--- config.mk ---
export PLATFORM = sky130hd
export DESIGN_NAME = flash_page_prog
export DESIGN_NICKNAME = d
export VERILOG_FILES = /design/src/rtl/fpp_pkg.sv /design/src/rtl/fpp_regs.sv /design/src/rtl/fpp_wbuf.sv /design/src/rtl/fpp_serial.sv /design/src/rtl/flash_page_prog.sv
export SDC_FILE = /design/constraint.sdc
export NUM_CORES = 1
export LEC_CHECK = 0
export BUFFER_PORTS_ARGS = -buffer_cell sky130_fd_sc_hd__buf_2
export CELL_PAD_IN_SITES_DETAIL_PLACEMENT = 1
export CELL_PAD_IN_SITES_GLOBAL_PLACEMENT = 1
export CORE_MARGIN = 4
export CORE_UTILIZATION = 48
export CTS_CLUSTER_DIAMETER = 100
export DETAILED_ROUTE_END_ITERATION = 10
export GPL_ROUTABILITY_DRIVEN = 0
export PLACE_DENSITY = 0.84
export SLEW_MARGIN = 20
export SYNTH_ARGS = -nofsm -noshare
export SYNTH_HDL_FRONTEND = slang
export SYNTH_SLANG_ARGS = --single-unit
--- constraint.sdc ---
create_clock -name clk -period 5.9 [get_ports clk]
set_clock_uncertainty 0.2 [all_clocks]
set_input_delay 1.18 -clock clk [delete_from_list [all_inputs] [get_ports clk]]
set_output_delay 1.18 -clock clk [all_outputs]
set_load 0.03 [all_outputs]
--- src/rtl/fpp_pkg.sv ---
package fpp_pkg;

   localparam int unsigned REG_AW = 8;

   // register byte offsets
   localparam logic [REG_AW-1:0] OFS_CMD    = 8'h00;
   localparam logic [REG_AW-1:0] OFS_OPC    = 8'h04;
   localparam logic [REG_AW-1:0] OFS_ADR0   = 8'h08;
   localparam logic [REG_AW-1:0] OFS_ADR1   = 8'h0C;
   localparam logic [REG_AW-1:0] OFS_ADR2   = 8'h10;
   localparam logic [REG_AW-1:0] OFS_ADR3   = 8'h14;
   localparam logic [REG_AW-1:0] OFS_BUSCFG = 8'h18;
   localparam logic [REG_AW-1:0] OFS_BUFCFG = 8'h1C;
   localparam logic [REG_AW-1:0] OFS_PUSH   = 8'h20;
   localparam logic [REG_AW-1:0] OFS_SINGLE = 8'h24;
   localparam logic [REG_AW-1:0] OFS_STAT   = 8'h28;

   // bit positions software depends on
   localparam int unsigned BIT_CMD_WRITE = 4;
   localparam int unsigned BIT_FOUR_BYTE = 4;
   localparam int unsigned BIT_BUF_EN    = 0;
   localparam int unsigned BIT_OVF       = 0;

   typedef enum logic {
      SER_IDLE,
      SER_RUN
   } ser_state_e;

   typedef struct packed {
      logic [7:0]      opcode;
      logic [3:0][7:0] adr;
      logic [7:0]      single;
      logic            four_b;
      logic            buf_on;
   } txn_cfg_t;

endpackage

--- src/rtl/fpp_regs.sv ---
module fpp_regs
   import fpp_pkg::*;
#(
   parameter int unsigned DATA_W       = 32,
   parameter bit          FOUR_BYTE_EN = 1'b1
) (
   input  logic              clk,
   input  logic              rst_n,
   input  logic              wr_en_i,
   input  logic [REG_AW-1:0] addr_i,
   input  logic [DATA_W-1:0] wdata_i,
   output logic [DATA_W-1:0] rdata_o,
   input  logic              done_i,
   input  logic              ovf_i,
   output logic              busy_o,
   output logic              start_o,
   output logic              push_o,
   output logic [DATA_W-1:0] push_data_o,
   output txn_cfg_t          cfg_o
);

   if (DATA_W < 16) begin : g_chk_w
      $error("fpp_regs: DATA_W must be at least 16");
   end

   logic            busy_q;
   logic            req_q;
   logic            ack_q;
   logic            four_q;
   logic [7:0]      opc_q;
   logic [7:0]      single_q;
   logic [3:0][7:0] adr_q;
   logic            wr_ok;

   assign wr_ok       = wr_en_i && !busy_q;
   assign start_o     = wr_ok && (addr_i == OFS_CMD) && wdata_i[BIT_CMD_WRITE];
   assign push_o      = wr_en_i && (addr_i == OFS_PUSH);
   assign push_data_o = wdata_i;
   assign busy_o      = busy_q;

   always_ff @(posedge clk or negedge rst_n) begin
      if (!rst_n) begin
         busy_q   <= 1'b0;
         req_q    <= 1'b0;
         ack_q    <= 1'b0;
         opc_q    <= '0;
         single_q <= '0;
         adr_q    <= '0;
      end else begin
         if (wr_ok) begin
            case (addr_i)
               OFS_OPC:    opc_q    <= wdata_i[7:0];
               OFS_ADR0:   adr_q[0] <= wdata_i[7:0];
               OFS_ADR1:   adr_q[1] <= wdata_i[7:0];
               OFS_ADR2:   adr_q[2] <= wdata_i[7:0];
               OFS_ADR3:   adr_q[3] <= wdata_i[7:0];
               OFS_BUFCFG: req_q    <= wdata_i[BIT_BUF_EN];
               OFS_SINGLE: single_q <= wdata_i[7:0];
               default: ;
            endcase
         end
         if (!busy_q) begin
            ack_q <= req_q;
         end
         if (start_o) begin
            busy_q <= 1'b1;
         end else if (done_i) begin
            busy_q <= 1'b0;
         end
      end
   end

   generate
      if (FOUR_BYTE_EN) begin : g_four
         always_ff @(posedge clk or negedge rst_n) begin
            if (!rst_n) begin
               four_q <= 1'b0;
            end else if (wr_ok && (addr_i == OFS_BUSCFG)) begin
               four_q <= wdata_i[BIT_FOUR_BYTE];
            end
         end
      end else begin : g_three
         assign four_q = 1'b0;
      end
   endgenerate

   always_comb begin
      cfg_o.opcode = opc_q;
      cfg_o.adr    = adr_q;
      cfg_o.single = single_q;
      cfg_o.four_b = four_q;
      cfg_o.buf_on = ack_q;
   end

   always_comb begin
      rdata_o = '0;
      case (addr_i)
         OFS_CMD:    rdata_o[BIT_CMD_WRITE] = busy_q;
         OFS_OPC:    rdata_o[7:0] = opc_q;
         OFS_ADR0:   rdata_o[7:0] = adr_q[0];
         OFS_ADR1:   rdata_o[7:0] = adr_q[1];
         OFS_ADR2:   rdata_o[7:0] = adr_q[2];
         OFS_ADR3:   rdata_o[7:0] = adr_q[3];
         OFS_BUSCFG: rdata_o[BIT_FOUR_BYTE] = four_q;
         OFS_BUFCFG: rdata_o[BIT_BUF_EN] = ack_q;
         OFS_SINGLE: rdata_o[7:0] = single_q;
         OFS_STAT:   rdata_o[BIT_OVF] = ovf_i;
         default: ;
      endcase
   end

   AST_CMD_SELF_CLEAR: assert property (@(posedge clk) disable iff (!rst_n)
      done_i |=> !busy_q);
   AST_MODE_FROZEN: assert property (@(posedge clk) disable iff (!rst_n)
      busy_q && wr_en_i && (addr_i == OFS_BUFCFG) |=> $stable(ack_q));

endmodule

--- src/rtl/fpp_wbuf.sv ---
module fpp_wbuf #(
   parameter int unsigned DATA_W     = 32,
   parameter int unsigned PAGE_BYTES = 128
) (
   input  logic                          clk,
   input  logic                          rst_n,
   input  logic                          en_i,
   input  logic                          busy_i,
   input  logic                          clr_i,
   input  logic                          push_i,
   input  logic [DATA_W-1:0]             push_data_i,
   input  logic [$clog2(PAGE_BYTES)-1:0] rd_off_i,
   output logic [7:0]                    rd_byte_o,
   output logic                          ovf_o
);

   localparam int unsigned BPW    = DATA_W / 8;
   localparam int unsigned DEPTH  = PAGE_BYTES / BPW;
   localparam int unsigned OFF_W  = $clog2(PAGE_BYTES);
   localparam int unsigned LANE_W = $clog2(BPW);
   localparam int unsigned WA_W   = OFF_W - LANE_W;
   localparam int unsigned PTR_W  = $clog2(PAGE_BYTES + 1);

   if ((DATA_W % 8) != 0 || BPW < 2 || (BPW & (BPW - 1)) != 0) begin : g_chk_w
      $error("fpp_wbuf: DATA_W must be a power-of-two byte multiple of at least 16");
   end
   if ((PAGE_BYTES & (PAGE_BYTES - 1)) != 0 || PAGE_BYTES < 2 * BPW) begin : g_chk_p
      $error("fpp_wbuf: PAGE_BYTES must be a power of two of at least two words");
   end

   logic [DATA_W-1:0] mem_q [DEPTH];
   logic [PTR_W-1:0]  ptr_q;
   logic              ovf_q;
   logic              accept;
   logic              full;

   assign accept = push_i && en_i && !busy_i;
   assign full   = (ptr_q == PTR_W'(PAGE_BYTES));
   assign ovf_o  = ovf_q;

   always_ff @(posedge clk or negedge rst_n) begin
      if (!rst_n) begin
         ptr_q <= '0;
         ovf_q <= 1'b0;
      end else if (clr_i || !en_i) begin
         ptr_q <= '0;
         ovf_q <= 1'b0;
      end else if (accept) begin
         if (full) begin
            ovf_q <= 1'b1;
         end else begin
            ptr_q <= ptr_q + PTR_W'(BPW);
         end
      end
   end

   always_ff @(posedge clk) begin
      if (accept && !full && en_i && !clr_i) begin
         mem_q[ptr_q[LANE_W +: WA_W]] <= push_data_i;
      end
   end

   assign rd_byte_o = mem_q[rd_off_i[OFF_W-1:LANE_W]][{rd_off_i[LANE_W-1:0], 3'b000} +: 8];

   AST_PTR_BOUND: assert property (@(posedge clk) disable iff (!rst_n)
      ptr_q <= PTR_W'(PAGE_BYTES));
   AST_OVF_STICKY: assert property (@(posedge clk) disable iff (!rst_n)
      ovf_q && !clr_i && en_i |=> ovf_q);
   AST_PUSH_IGNORED_BUSY: assert property (@(posedge clk) disable iff (!rst_n)
      busy_i && push_i && !clr_i && en_i |=> $stable(ptr_q) && $stable(ovf_q));
   AST_PTR_RESET_OFF: assert property (@(posedge clk) disable iff (!rst_n)
      $fell(en_i) |=> (ptr_q == '0));

endmodule

--- src/rtl/fpp_serial.sv ---
module fpp_serial
   import fpp_pkg::*;
#(
   parameter int unsigned HALF_CYC = 2,
   parameter int unsigned IDX_W    = 8
) (
   input  logic             clk,
   input  logic             rst_n,
   input  logic             start_i,
   input  logic [IDX_W-1:0] last_idx_i,
   input  logic [7:0]       fetch_byte_i,
   output logic [IDX_W-1:0] fetch_idx_o,
   output logic             done_o,
   output logic             sck_o,
   output logic             cs_n_o,
   output logic             mosi_o
);

   localparam int unsigned DIV_W = (HALF_CYC > 1) ? $clog2(HALF_CYC) : 1;

   if (HALF_CYC < 1) begin : g_chk_h
      $error("fpp_serial: HALF_CYC must be at least 1");
   end

   ser_state_e       st_q;
   logic [DIV_W-1:0] div_q;
   logic [7:0]       shr_q;
   logic [2:0]       bit_q;
   logic [IDX_W-1:0] idx_q;
   logic             sck_q;
   logic             cs_n_q;
   logic             tick;
   logic             byte_end;

   assign tick        = (div_q == DIV_W'(HALF_CYC - 1));
   assign byte_end    = sck_q && (bit_q == 3'd0);
   assign done_o      = (st_q == SER_RUN) && tick && byte_end && (idx_q == last_idx_i);
   assign fetch_idx_o = (st_q == SER_IDLE) ? '0 : idx_q + IDX_W'(1);
   assign sck_o       = sck_q;
   assign cs_n_o      = cs_n_q;
   assign mosi_o      = shr_q[7];

   always_ff @(posedge clk or negedge rst_n) begin
      if (!rst_n) begin
         st_q   <= SER_IDLE;
         div_q  <= '0;
         shr_q  <= '0;
         bit_q  <= '0;
         idx_q  <= '0;
         sck_q  <= 1'b0;
         cs_n_q <= 1'b1;
      end else if (st_q == SER_IDLE) begin
         if (start_i) begin
            st_q   <= SER_RUN;
            cs_n_q <= 1'b0;
            shr_q  <= fetch_byte_i;
            bit_q  <= 3'd7;
            idx_q  <= '0;
            div_q  <= '0;
            sck_q  <= 1'b0;
         end
      end else begin
         if (!tick) begin
            div_q <= div_q + DIV_W'(1);
         end else begin
            div_q <= '0;
            if (!sck_q) begin
               sck_q <= 1'b1;
            end else begin
               sck_q <= 1'b0;
               if (bit_q == 3'd0) begin
                  if (idx_q == last_idx_i) begin
                     st_q   <= SER_IDLE;
                     cs_n_q <= 1'b1;
                  end else begin
                     shr_q <= fetch_byte_i;
                     idx_q <= idx_q + IDX_W'(1);
                     bit_q <= 3'd7;
                  end
               end else begin
                  shr_q <= {shr_q[6:0], 1'b0};
                  bit_q <= bit_q - 3'd1;
               end
            end
         end
      end
   end

   AST_SCK_IDLE_LOW: assert property (@(posedge clk) disable iff (!rst_n)
      cs_n_q |-> !sck_q);
   AST_MOSI_HOLD: assert property (@(posedge clk) disable iff (!rst_n)
      $rose(sck_q) |-> $stable(mosi_o));

endmodule

--- src/rtl/flash_page_prog.sv ---
module flash_page_prog
   import fpp_pkg::*;
#(
   parameter int unsigned DATA_W       = 32,
   parameter int unsigned PAGE_BYTES   = 128,
   parameter int unsigned HALF_CYC     = 2,
   parameter bit          FOUR_BYTE_EN = 1'b1
) (
   input  logic              clk,
   input  logic              rst_n,
   input  logic              reg_wr,
   input  logic [REG_AW-1:0] reg_addr,
   input  logic [DATA_W-1:0] reg_wdata,
   output logic [DATA_W-1:0] reg_rdata,
   output logic              spi_sck,
   output logic              spi_cs_n,
   output logic              spi_mosi
);

   localparam int unsigned IDX_W = $clog2(PAGE_BYTES + 6);
   localparam int unsigned OFF_W = $clog2(PAGE_BYTES);

   txn_cfg_t          cfg;
   logic              busy_w;
   logic              start_w;
   logic              push_w;
   logic [DATA_W-1:0] push_data_w;
   logic              done_w;
   logic              ovf_w;
   logic [IDX_W-1:0]  fetch_idx;
   logic [IDX_W-1:0]  last_idx;
   logic [7:0]        fetch_byte;
   logic [7:0]        buf_byte;
   logic [OFF_W-1:0]  data_off;
   logic [2:0]        alen;

   fpp_regs #(
      .DATA_W      (DATA_W),
      .FOUR_BYTE_EN(FOUR_BYTE_EN)
   ) u_regs (
      .clk        (clk),
      .rst_n      (rst_n),
      .wr_en_i    (reg_wr),
      .addr_i     (reg_addr),
      .wdata_i    (reg_wdata),
      .rdata_o    (reg_rdata),
      .done_i     (done_w),
      .ovf_i      (ovf_w),
      .busy_o     (busy_w),
      .start_o    (start_w),
      .push_o     (push_w),
      .push_data_o(push_data_w),
      .cfg_o      (cfg)
   );

   fpp_wbuf #(
      .DATA_W    (DATA_W),
      .PAGE_BYTES(PAGE_BYTES)
   ) u_wbuf (
      .clk        (clk),
      .rst_n      (rst_n),
      .en_i       (cfg.buf_on),
      .busy_i     (busy_w),
      .clr_i      (done_w),
      .push_i     (push_w),
      .push_data_i(push_data_w),
      .rd_off_i   (data_off),
      .rd_byte_o  (buf_byte),
      .ovf_o      (ovf_w)
   );

   fpp_serial #(
      .HALF_CYC(HALF_CYC),
      .IDX_W   (IDX_W)
   ) u_serial (
      .clk         (clk),
      .rst_n       (rst_n),
      .start_i     (start_w),
      .last_idx_i  (last_idx),
      .fetch_byte_i(fetch_byte),
      .fetch_idx_o (fetch_idx),
      .done_o      (done_w),
      .sck_o       (spi_sck),
      .cs_n_o      (spi_cs_n),
      .mosi_o      (spi_mosi)
   );

   assign alen     = cfg.four_b ? 3'd4 : 3'd3;
   assign last_idx = IDX_W'(alen) + (cfg.buf_on ? IDX_W'(PAGE_BYTES) : IDX_W'(1));

   // frame layout: opcode, address MSB first, then payload
   always_comb begin
      data_off = OFF_W'(fetch_idx - IDX_W'(alen) - IDX_W'(1));
      if (fetch_idx == '0) begin
         fetch_byte = cfg.opcode;
      end else if (fetch_idx <= IDX_W'(alen)) begin
         fetch_byte = cfg.adr[2'(IDX_W'(alen) - fetch_idx)];
      end else begin
         fetch_byte = cfg.buf_on ? buf_byte : cfg.single;
      end
   end

   AST_CS_WHILE_BUSY: assert property (@(posedge clk) disable iff (!rst_n)
      busy_w |-> !spi_cs_n);
   AST_CS_HIGH_IDLE: assert property (@(posedge clk) disable iff (!rst_n)
      !busy_w |-> spi_cs_n);

endmodule

======== After elaboration in Yosys (flattened, before gate mapping) ========
Memories as Yosys holds them, arrays and structs flattened.
Cells that the tools add are included.
W data, S select, Z words.
word-level totals
  flip-flop bits (word level) ............. 84
  bits in writable memories ............... 1024
  input port bits ......................... 43
  output and inout bits ................... 35
  logic and storage cells ................. 146
  memories kept ........................... 1
memories
  name          depth  bits a word  read ports  clocked after memory_dff  wr ports  RTL line        RTL
  u_wbuf.mem_q  32     32           1           0                         1         fpp_wbuf.sv:31  logic [DATA_W-1:0] mem_q [DEPTH];
operators by class
  add/sub/neg operators ................... 8
  order comparisons ....................... 2
  equality and inequality tests ........... 19
  shift operators ......................... 1
  muxes and demuxes ....................... 57
  reductions and logical operators ........ 39
operator list
  cell                   number
  $mux W8                21
  $pmux W3 S6            2
  $eq A8 B5 Y1 const B   4
  $shiftx A32 B6 Y8      1
  $eq A8 B6 Y1 const B   3
  $mux W1                24
  $mux W3                7
  $reduce_and A2 Y1      10
  $bmux W8 S2            1
  $eq A8 B4 Y1 const B   2
  $logic_not A8 Y1       2
  $pmux W1 S8            2
  $logic_and A1 B1 Y1    14
  $ne A2 B2 Y1 const B   6
  $reduce_and A5 Y1      2
  $add A3 B8 Y8          1
  $add A8 B1 Y8 const B  1
  $add A8 B3 Y8 const B  1
  $eq A8 B3 Y1 const B   1
  $eq A8 B8 Y1           1
  $eq A8 B8 Y1 const B   1
  $le A8 B3 Y1           1
  $reduce_bool A2 Y1     4
  $sub A7 B1 Y7 const B  1
  other kinds (10)       13

======== Logic depth before layout (Yosys ltp) ========
Gate-level depths: netlist of the first run.
An unclocked memory read counts as a cell.
  depth after elaboration ................. 14
  gate-level depth with buffers ........... 19
  mapped depth without buffers ............ 15

======== Cells and area by module ========
Synthesis of the first run repeated with hierarchy kept, for this count alone.
unflattened totals
  cells, all modules ...................... 2001
  area, all modules ....................... 44621.5 um^2
modules (own cells, without submodules)
  module           instances  cells each  area an instance (um^2)  sequential area each (um^2)
  fpp_wbuf         1          1537        39367.8                  30924.7
  fpp_regs         1          252         2971.6                   1301.2
  fpp_serial       1          130         1420.1                   576.8
  flash_page_prog  1          82          862.1                    0.0

======== Worst setup path after synthesis of the first run ========
Ideal clock, no wire load.
  path type ............................... input -> register
  start ................................... input reg_addr[4]
  end ..................................... memory u_wbuf.mem_q[30][0] (enable)
  setup time .............................. 421 ps
  arrival ................................. 3866 ps
  required time ........................... 5279 ps
  path slack .............................. 1413 ps
  stages on the path ...................... 6
  buffers on the path ..................... 0
  cells stage by stage .................... nor4b_1 nand4_1 nor2_1 and2_1 nand2_1 nor2_1
on the way
  longest elaborated chain between the ends .. 9
RTL lines
  what                              RTL line               RTL
  start: declaration                flash_page_prog.sv:12  input logic [REG_AW-1:0] reg_addr,
  $eq A8 B6 Y1                      fpp_regs.sv:37         assign push_o = wr_en_i && (addr_i == OFS_PUSH);
  $logic_and A1 B1 Y1               fpp_regs.sv:37
  $logic_and A1 B1 Y1 (2 in a row)  fpp_wbuf.sv:37         assign accept = push_i && en_i && !busy_i;
  $logic_and A1 B1 Y1 (3 in a row)  fpp_wbuf.sv:58         if (accept && !full && en_i && !clr_i) begin
  $mux W1                           fpp_wbuf.sv:58
  $mux W1 (not written as such)     fpp_wbuf.sv:59         mem_q[ptr_q[LANE_W +: WA_W]] <= push_data_i;
  end: declaration                  fpp_wbuf.sv:31
No other way between the ends.

======== Final worst setup path of the first run ========
  start ................................... register u_serial.idx_q[0]
  end ..................................... register u_serial.shr_q[3]
on the way
  longest elaborated chain between the ends .. 14
  elaborated cells on any way between the ends .. 23
  classes of those cells .................. add/sub (4); order compare (1); eq/ne (2); shift (1); mux (12); reduce/logical (2); memory (1)
RTL lines
  what                      RTL line               RTL
  start: declaration        fpp_serial.sv:29       logic [IDX_W-1:0] idx_q;
  start signal: assignment  fpp_serial.sv:77       idx_q <= idx_q + IDX_W'(1);
  $add A8 B1 Y8 (*)         fpp_serial.sv:38       assign fetch_idx_o = (st_q == SER_IDLE) ? '0 : idx_q + IDX_W'(1);
  $mux W8 (*)               fpp_serial.sv:38
  net fetch_idx[2]          flash_page_prog.sv:30  logic [IDX_W-1:0] fetch_idx;
  $sub A7 B3 Y7             flash_page_prog.sv:93  data_off = OFF_W'(fetch_idx - IDX_W'(alen) - IDX_W'(1));
  $sub A7 B1 Y7             flash_page_prog.sv:93
  $mem_v2 Z32 W32           n/a
  $shiftx A32 B6 Y8         fpp_wbuf.sv:63         assign rd_byte_o = mem_q[rd_off_i[OFF_W-1:LANE_W]][{rd_off_i[LANE_W-1:0], 3'b000} +: 8];
  $mux W8                   flash_page_prog.sv:99  fetch_byte = cfg.buf_on ? buf_byte : cfg.single;
  $mux W8                   flash_page_prog.sv:96  end else if (fetch_idx <= IDX_W'(alen)) begin
  $mux W8 (*)               flash_page_prog.sv:94  if (fetch_idx == '0) begin
  $mux W8                   fpp_serial.sv:72       if (idx_q == last_idx_i) begin
  $mux W8                   fpp_serial.sv:71       if (bit_q == 3'd0) begin
  $mux W8                   fpp_serial.sv:67       if (!sck_q) begin
  $mux W8                   fpp_serial.sv:63       if (!tick) begin
  $mux W8 (*)               fpp_serial.sv:52       end else if (st_q == SER_IDLE) begin
  end signal: assignment    fpp_serial.sv:56       shr_q <= fetch_byte_i;
  end signal: assignment    fpp_serial.sv:76       shr_q <= fetch_byte_i;
  end signal: assignment    fpp_serial.sv:81       shr_q <= {shr_q[6:0], 1'b0};
  end: declaration          fpp_serial.sv:27       logic [7:0] shr_q;
Mark *: on every way through the listed nets, which the timed path passes. The rest lies on a longest branch. The select of a mux whose other input is x is not followed.
A chain may end at the register's enable or synchronous reset.

==> results of run 1 <==
## state kept, by name, summed over array words and instances, names as in the netlist, 3 cells and up
| register | count |
|---|---|
| u_wbuf.mem_q | 1024 |
| u_regs.cfg_o | 32 |
| u_regs.opc_q | 8 |
| u_regs.single_q | 8 |
| u_serial.idx_q | 8 |
| u_serial.shr_q | 8 |
| u_wbuf.ptr_q | 6 |
| u_serial.bit_q | 3 |
## layout make-up
class,count,area (um^2)
multi-input cells,1633,11800
flip-flops and latches,1106,32800
clock buffers,136,2990
well taps,1254,1570
repair buffers,180,1430
clock inverters,73,831
fillers,8612,41800
diodes,7,17.5
inverters,13,48.8
## worst paths after layout
check	endpoint	cells past startpoint
max	u_serial.shr_q[3]$_DFFE_PN0P_	14
min	u_regs.single_q[3]$_DFFE_PN0P_	1
max reg2reg	u_serial.shr_q[3]$_DFFE_PN0P_	14
min reg2reg	u_serial.cs_n_o$_DFFE_PN1P_	2
max in group asynchronous	u_serial.shr_q[6]$_DFFE_PN0P_	2
min in group clk	u_serial.cs_n_o$_DFFE_PN1P_	2
## cell families after synthesis
family	count (synthesis)	synth area share
AO/OA/AOI/OAI	400	0.0602
XOR/XNOR	18	0.00382
adder cells (fa/ha/maj)	15	0.00432
buffers and inverters	196	0.0215
flip-flops	1106	0.726
multiplexers	260	0.0946
other	1	0.0000830
AND/OR/NAND/NOR	916	0.0892
## per-layer routing
| layer | share of wire | track usage | wire length, um | up-vias |
|---|---|---|---|---|
| li1 | - | - | - | 11500 |
| met1 | 0.34 | 0.380 | 52200 | 15200 |
| met2 | 0.46 | 0.493 | 71800 | 2453 |
| met3 | 0.13 | 0.100 | 19900 | 727 |
| met4 | 0.069 | 0.176 | 10700 | 6 |
| met5 | 0.00025 | 0.00296 | 38 | - |
## metrics by stage
stage                     total power (W)  std cells
final                              0.0162       4402
after global routing               0.0166       4400
after CTS                          0.0162       4394
after detailed placement          0.00893       4185
after global placement            0.00891       4185
after floorplan                   0.00877       2935
## power breakdown
part / internal, W / switching (W) / leakage [nW]
sequential: 0.00856 / 0.000000407 / 10.3
clock: 0.00424 / 0.00316 / 1.84
combinational: 0.0000165 / 0.000187 / 5.82
total: 0.0128 / 0.00335 / 17.9
## Yosys cell counts (all sizes together) (6+ instances only)
cell | n | area [um^2]
o31ai | 7 | 52.6
or3 | 9 | 56.3
a31oi | 22 | 138
and3 | 29 | 191
nand2 | 519 | 1950
a311oi | 28 | 245
and2 | 16 | 100
a2111oi | 14 | 123
a22o | 6 | 52.6
nor2b | 12 | 75.1
a22oi | 34 | 255
or4 | 9 | 67.6
clkbuf | 57 | 214
nand2b | 10 | 62.6
mux4 | 127 | 2860
edfxtp | 1024 | 30700
xnor2 | 13 | 121
mux2 | 57 | 649
buf | 126 | 708
nand4 | 8 | 50.1
o21ai | 52 | 260
o22ai | 24 | 150
nor4 | 19 | 131
a211oi | 7 | 52.6
inv | 13 | 48.8
a21oi | 112 | 561
a32oi | 10 | 87.6
nand3 | 143 | 716
o221ai | 21 | 184
nor3 | 23 | 126
a221oi | 11 | 96.3
dfrtp | 81 | 2030
nor2 | 104 | 393
mux2i | 76 | 764
ha | 14 | 175
==> out/summary.md, run 1 <==
The flow ran to the end, and the final reports show no timing, DRC or antenna violations. Static timing analysis puts the maximum clock frequency at 172 MHz. TritonCTS built the clock tree. The combined buffer and inverter count along the critical path is 1, and the placement-stage cell area is 0.0476 mm^2. On the worst path, the slowest cell contributes a delay of 1.15 ns. Buffers added to address setup during post-CTS repair amount to 0. The register clock-pin slew on the reported worst setup and hold paths is 0.07 ns, and the synthesized area per cell is 15.5 um^2. In this run, CTS created clock tree buffers numbering 110. The clock insertion delay at the later pin of the skew report is 0.74 ns, and the shortest period the worst path allows is 5.80 ns. Buffers placed on the I/O ports in this run total 53. The kind of cell with the highest combined delay along the critical path is simple AND/OR/NAND/NOR gates.

The number of buffers inserted by hold repair at cts is 0, and the number of max-cap violations is 0. The tools report the number of nets in the layout as 3102. The biggest fanout along the worst timing path is 15, and the required time of the critical path is 6.36 ns. The tools report the endpoint kind of the worst setup timing path as a flip-flop.

For this design the static power due to leakage is 17.9 nW. The tools report the number of nets with antenna violations after routing as 0. The sum of net half-perimeters after detailed placement is 93400 um.

The detailed router finished its first iteration with 4712 violations. The floorplan step set the die width to 315 um. The number of warnings issued by yosys was 0.

Power spread over the standard cell area amounts to 314 mW/mm^2. Counting flops and latches in the post-synthesis netlist gives 1106. Hold is met by 0.302 ns. The logs give 0.552 for the fraction of the core area covered by cells at the end of the flow and 6 for the number of search-and-repair iterations in the first detailed-routing pass. The layout overhead on the synthesized area is 14.1%. The region available for standard cell placement spans 0.0933 mm^2. The tree built by TritonCTS fans out to 1106 sinks.

The per-cell via count in the routed design was 6.80. For the residual overflow from global routing, the log shows 0. Summing all non-filler instances in the final layout gives an area of 0.0515 mm^2. The main flop type after synthesis was edfxtp_1. The type of the tightest min-delay check was input port to async pin.

The worst setup path is launched from a flip-flop. Slack of the worst reg-to-reg path: 0.1 ns. In the final routed layout, each cell accounts on average for 35.1 um. The root buffer cell chosen for the clock tree is clkbuf_16. The share of cells above drive strength 1 came out at 0.194. The via count of the first global-routing pass is 31.3k. The run gives 0 as the number of pins with negative max-slew slack in the final report. For the pin with the worst max-slew slack, the measured transition is 1.32 ns. The logs give 0 for the final number of hold-violating endpoints and 0.312 for the aggregate global-route resource usage.

The post-route DRC violation count is 0. The tools report the I/O pin count as 78. The worst setup path startpoint is u_serial.idx_q[0]$_DFFE_PN0P_.

Setup violations remaining at the end of the flow were counted as 0. The most common cell after layout, fill and taps aside is edfxtp_1. The largest voltage drop on the vdd net was 222 uV; the normalized max-slew margin was 0.105. The die is 315 um tall. The synthesized netlist occupies a cell area of 0.0452 mm^2. The fraction of registers with async set or reset after synthesis was 0.0741.

The top cell types in the final layout, fill and taps aside, are edfxtp_1, nand2_1, nand3_1. Walking the worst path, the cells encountered are ha_1, xnor2_1, nor2_1, ha_1, nor2b_1, nor2_1, nand3_1, nor3_4, or2_1, buf_4, a21oi_1, o41ai_1, a21oi_1, a32oi_1. The critical path is of the flip-flop to flip-flop type. In the post-route analysis, the smallest setup slack over all paths is 0.0963 ns. The worst slack at placement is 0.356 ns, and the H-tree depth is 3.

The logs give 2912 for the synthesized instance count and 3 for the number of buffers on the longest clock path. The count of distinct cell types in the synthesized netlist came out at 79. After floorplanning, the core was divided into 112 placement rows. The die footprint was 0.0991 mm^2. The critical path data arrival time is 6.26 ns, and the number of flops mapped to enable cells by yosys is 1024. Entering global routing, the biggest net connects 71 pins. The number of antenna violations at the first check in global routing is 11. The run gives 0.484 as the initial core utilization. In this run the critical register-to-register path is launched from u_serial.idx_q[0]$_DFFE_PN0P_. The global-route wire length before repair is 222000 um, and the summed negative setup slack over all endpoints is 0 ns.

For this design, the slowest cell found on the critical path is o41ai_1. The portion of the clock cycle consumed by the worst path in the final layout works out to 0.984. The run gives 0.726 as the fraction of the yosys area taken by sequential cells. Gates resized during post-CTS repair numbered 0. The post-detailed-routing wire length is 155000 um.

The detailed router placed 29.9k vias in this run.
Power figures use the tool's default switching activity.
==> inputs of run 2 (changes only) <==
Settings changed: MAX_ROUTING_LAYER from default to met4.
==> out/summary.md, run 2 (same netlist as run 1, synthesis figures left out) <==
The count of endpoints failing setup in the final report came out at 0. In this run the most critical hold path is launched from u_serial.cs_n_o$_DFFE_PN1P_. The internal portion of the total power is 0.0128 W.

Max-cap violations in this run came to 0. Slew of the pin with the lowest slew margin: 1.29 ns. The first TritonRoute pass finished after 6 iterations. The number of buffers on the longest clock path came out at 3. Clock latency on the worst-skew pair, taken at its later pin, is 0.74 ns. TritonCTS built the clock tree. The core region is 0.0933 mm^2. Counting cells, the worst reg-to-reg path comes to 14. The run gives 17.9 nW as the total leakage power. Critical register-to-register path endpoint: u_serial.shr_q[3]$_DFFE_PN0P_. The tools report the die footprint as 0.0991 mm^2. The tree is rooted in a clkbuf_16. The sequential group share of total power was 0.530. The startpoint identified for the worst register-to-register timing path is u_serial.idx_q[0]$_DFFE_PN0P_. The portion of the clock cycle consumed by the worst path in the final layout is 0.987, and the final number of hold-violating endpoints is 0. The tools report the post-CTS repair timing setup buffer count as 0. The floorplan row count came out at 112. 78 I/O pins were placed. Once placement completed, the tool counted placed cells totaling 4185. After detailed routing, the number of remaining DRC violations is 0.

Summed over all layers, the global routing overflow is 0. The first global-routing pass estimated 222000 um of wire. Of all nets on the critical path, the largest fanout is 15.

The per-cell via count in the routed design works out to 6.80. The tools report the initial core utilization as 0.484. Shortest period the worst path allows: 5.82 ns. The type of the tightest min-delay check was flip-flop to flip-flop. The count of buffers from port buffering was 53; the post-detailed-routing wire length was 155000 um. The signal on the critical path passes through ha_1, xnor2_1, nor2_1, ha_1, nor2b_1, nor2_1, nand3_1, nor3_4, or2_1, buf_4, a21oi_1, o41ai_1, a21oi_1, a32oi_1. The combinational group share of total power came out at 0.013. Static timing analysis puts the maximum clock frequency at 172 MHz. The type of element launching the critical path was a flip-flop. The logs give 0.458 for the clock power share and 71 for the maximum number of pins on one net before global-route repair. Buffers inserted during clock tree synthesis total 110.

Broken down by cell family, the worst path's largest delay share belongs to simple AND/OR/NAND/NOR gates. The logs give 31.2k for the via count of the first global-routing pass and 4799 for the initial detailed-routing violation count. The run gives 0.132 as the normalized max-slew margin. The number of instances on the worst hold path is 2.

The layout overhead on the synthesized area is 14.1%. STA puts the critical path data arrival time at 6.27 ns. The number of nets in the layout is 3102. The slowest stage of the critical path belongs to the cell o41ai_1.

Leaving out fill and tap cells, the most frequent cells in the layout are edfxtp_1, nand2_1, nand3_1. Across the VDD grid, the largest voltage drop is 222 uV. Power spread over the standard cell area amounts to 314 mW/mm^2. Category of the most critical setup path: flip-flop to flip-flop. The total clock sinks was 1106.

Dividing the detail-routed wire length by the instance count gives 35.0 um. The combined buffer and inverter count along the critical path was 1; the summed negative setup slack over all endpoints was 0 ns. Sum of net half-perimeters after detailed placement: 93400 um. For the slack of the worst reg-to-reg path, the log shows 0.08 ns.

The flow ran to the end, and the final reports show no timing, DRC or antenna violations. The clock tree synthesis step divided the H-tree into 3 levels. The proportion of total power due to net switching is 0.207, and the worst stage delay on the critical path is 1.12 ns.

The most common cell after layout, fill and taps aside was edfxtp_1. Endpoint kind of the worst setup timing path: a flip-flop. Setup repair after global routing left no endpoint under its margin. The number of antenna violations at the first check in global routing came out at 14. The count of cells in the finished layout, fillers not included, comes to 4413.

The flip-flop count of the largest register after layout came out at 1024. The path with the worst hold slack has its endpoint at u_serial.cs_n_o$_DFFE_PN1P_. For the aggregate global-route resource usage, the log shows 0.321.

The tools report the required time of the critical path as 6.35 ns. For the net switching power of the design, the log shows 0.00335 W. The share of cells above drive strength 1 was 0.194. The run gives 0 as the number of nets with antenna violations after routing. The overall die width was 315 um.

From bottom edge to top edge, the die measures 315 um. The number of pins with negative max-slew slack in the final report was 0; the number of vias after detailed routing was 30.0k. Clock-pin slew was measured on the worst setup and hold paths at 0.06 ns.
run 2: cell types whose count changed in the layout (fill, tap and decap cells not counted):
| cell | change |
|---|---|
| diode_2 | +11 |
run 2: worst min-delay path, delay by kind of cell, from the launching register on:
kind | cells | cell delay [ns]
AND/OR/NAND/NOR | 1 | 0.06
AO/OA/AOI/OAI | 1 | 0.06
flip-flops | 1 | 0.37
run 2: routing by layer:
layer / up-vias / share of wire / global-route usage
li1: 11500 / - / -
met1: 15300 / 0.34 / 0.386
met2: 2472 / 0.46 / 0.490
met3: 692 / 0.12 / 0.0902
met4: 0 / 0.068 / 0.182
met5: - / 0 / -
run 2: worst max path at each step:
| stage | slack (ns) | to | depth (start not counted) | start |
|---|---|---|---|---|
| CTS | 0.10 | u_serial.shr_q[3]$_DFFE_PN0P_ | 14 | u_serial.idx_q[0]$_DFFE_PN0P_ |
| global placement | 0.70 | u_serial.shr_q[3]$_DFFE_PN0P_ | 14 | u_serial.idx_q[0]$_DFFE_PN0P_ |
| global route | 0.01 | u_serial.shr_q[4]$_DFFE_PN0P_ | 14 | u_serial.idx_q[0]$_DFFE_PN0P_ |
| floorplan | 1.41 | u_wbuf.mem_q[30][0]$_DFFE_PP_ | 6 | reg_addr[4] |
| detailed placement | 0.36 | u_serial.shr_q[2]$_DFFE_PN0P_ | 14 | u_serial.idx_q[0]$_DFFE_PN0P_ |
| finish | 0.08 | u_serial.shr_q[3]$_DFFE_PN0P_ | 14 | u_serial.idx_q[0]$_DFFE_PN0P_ |
run 2: power by group through the flow:
stage / combinational [W] / clock, W / sequential, W
5_1_grt: 0.000212 / 0.00781 / 0.00856
2_1_floorplan: 0.0000415 / 0 / 0.00873
3_3_place_gp: 0.000177 / 0 / 0.00873
4_1_cts: 0.000196 / 0.00743 / 0.00856
3_5_place_dp: 0.000196 / 0 / 0.00873
6_report: 0.000204 / 0.00740 / 0.00856
run 2: stage by stage:
step | util | area (um^2) | worst slack [ns] | total power [W] | hold slack (ns)
floorplan | - | 45300 | 1.41 | 0.00877 | 0.255
global placement | 0.511 | 47600 | 0.701 | 0.00891 | 0.269
detailed placement | 0.511 | 47600 | 0.356 | 0.00893 | 0.289
CTS | 0.551 | 51500 | 0.104 | 0.0162 | 0.299
global route | 0.552 | 51500 | 0.0119 | 0.0166 | 0.316
finish | 0.552 | 51500 | 0.0767 | 0.0162 | 0.295
run 2: cell type report:
| cell class | count | area [um^2] |
|---|---|---|
| Clock inverter | 73 | 831 |
| Timing Repair Buffer | 180 | 1430 |
| Clock buffer | 136 | 2990 |
| Fill cell | 8617 | 41800 |
| Antenna cell | 18 | 45.0 |
| Tap cell | 1254 | 1570 |
| Multi-Input combinational cell | 1633 | 11800 |
| Sequential cell | 1106 | 32800 |
| Inverter | 13 | 48.8 |
run 2: what timing repair did:
action,CTS,global route
endpoints found under the hold margin,0,0
resized for setup,0,2
hold buffers,0,0
setup endpoints to repair,0,3
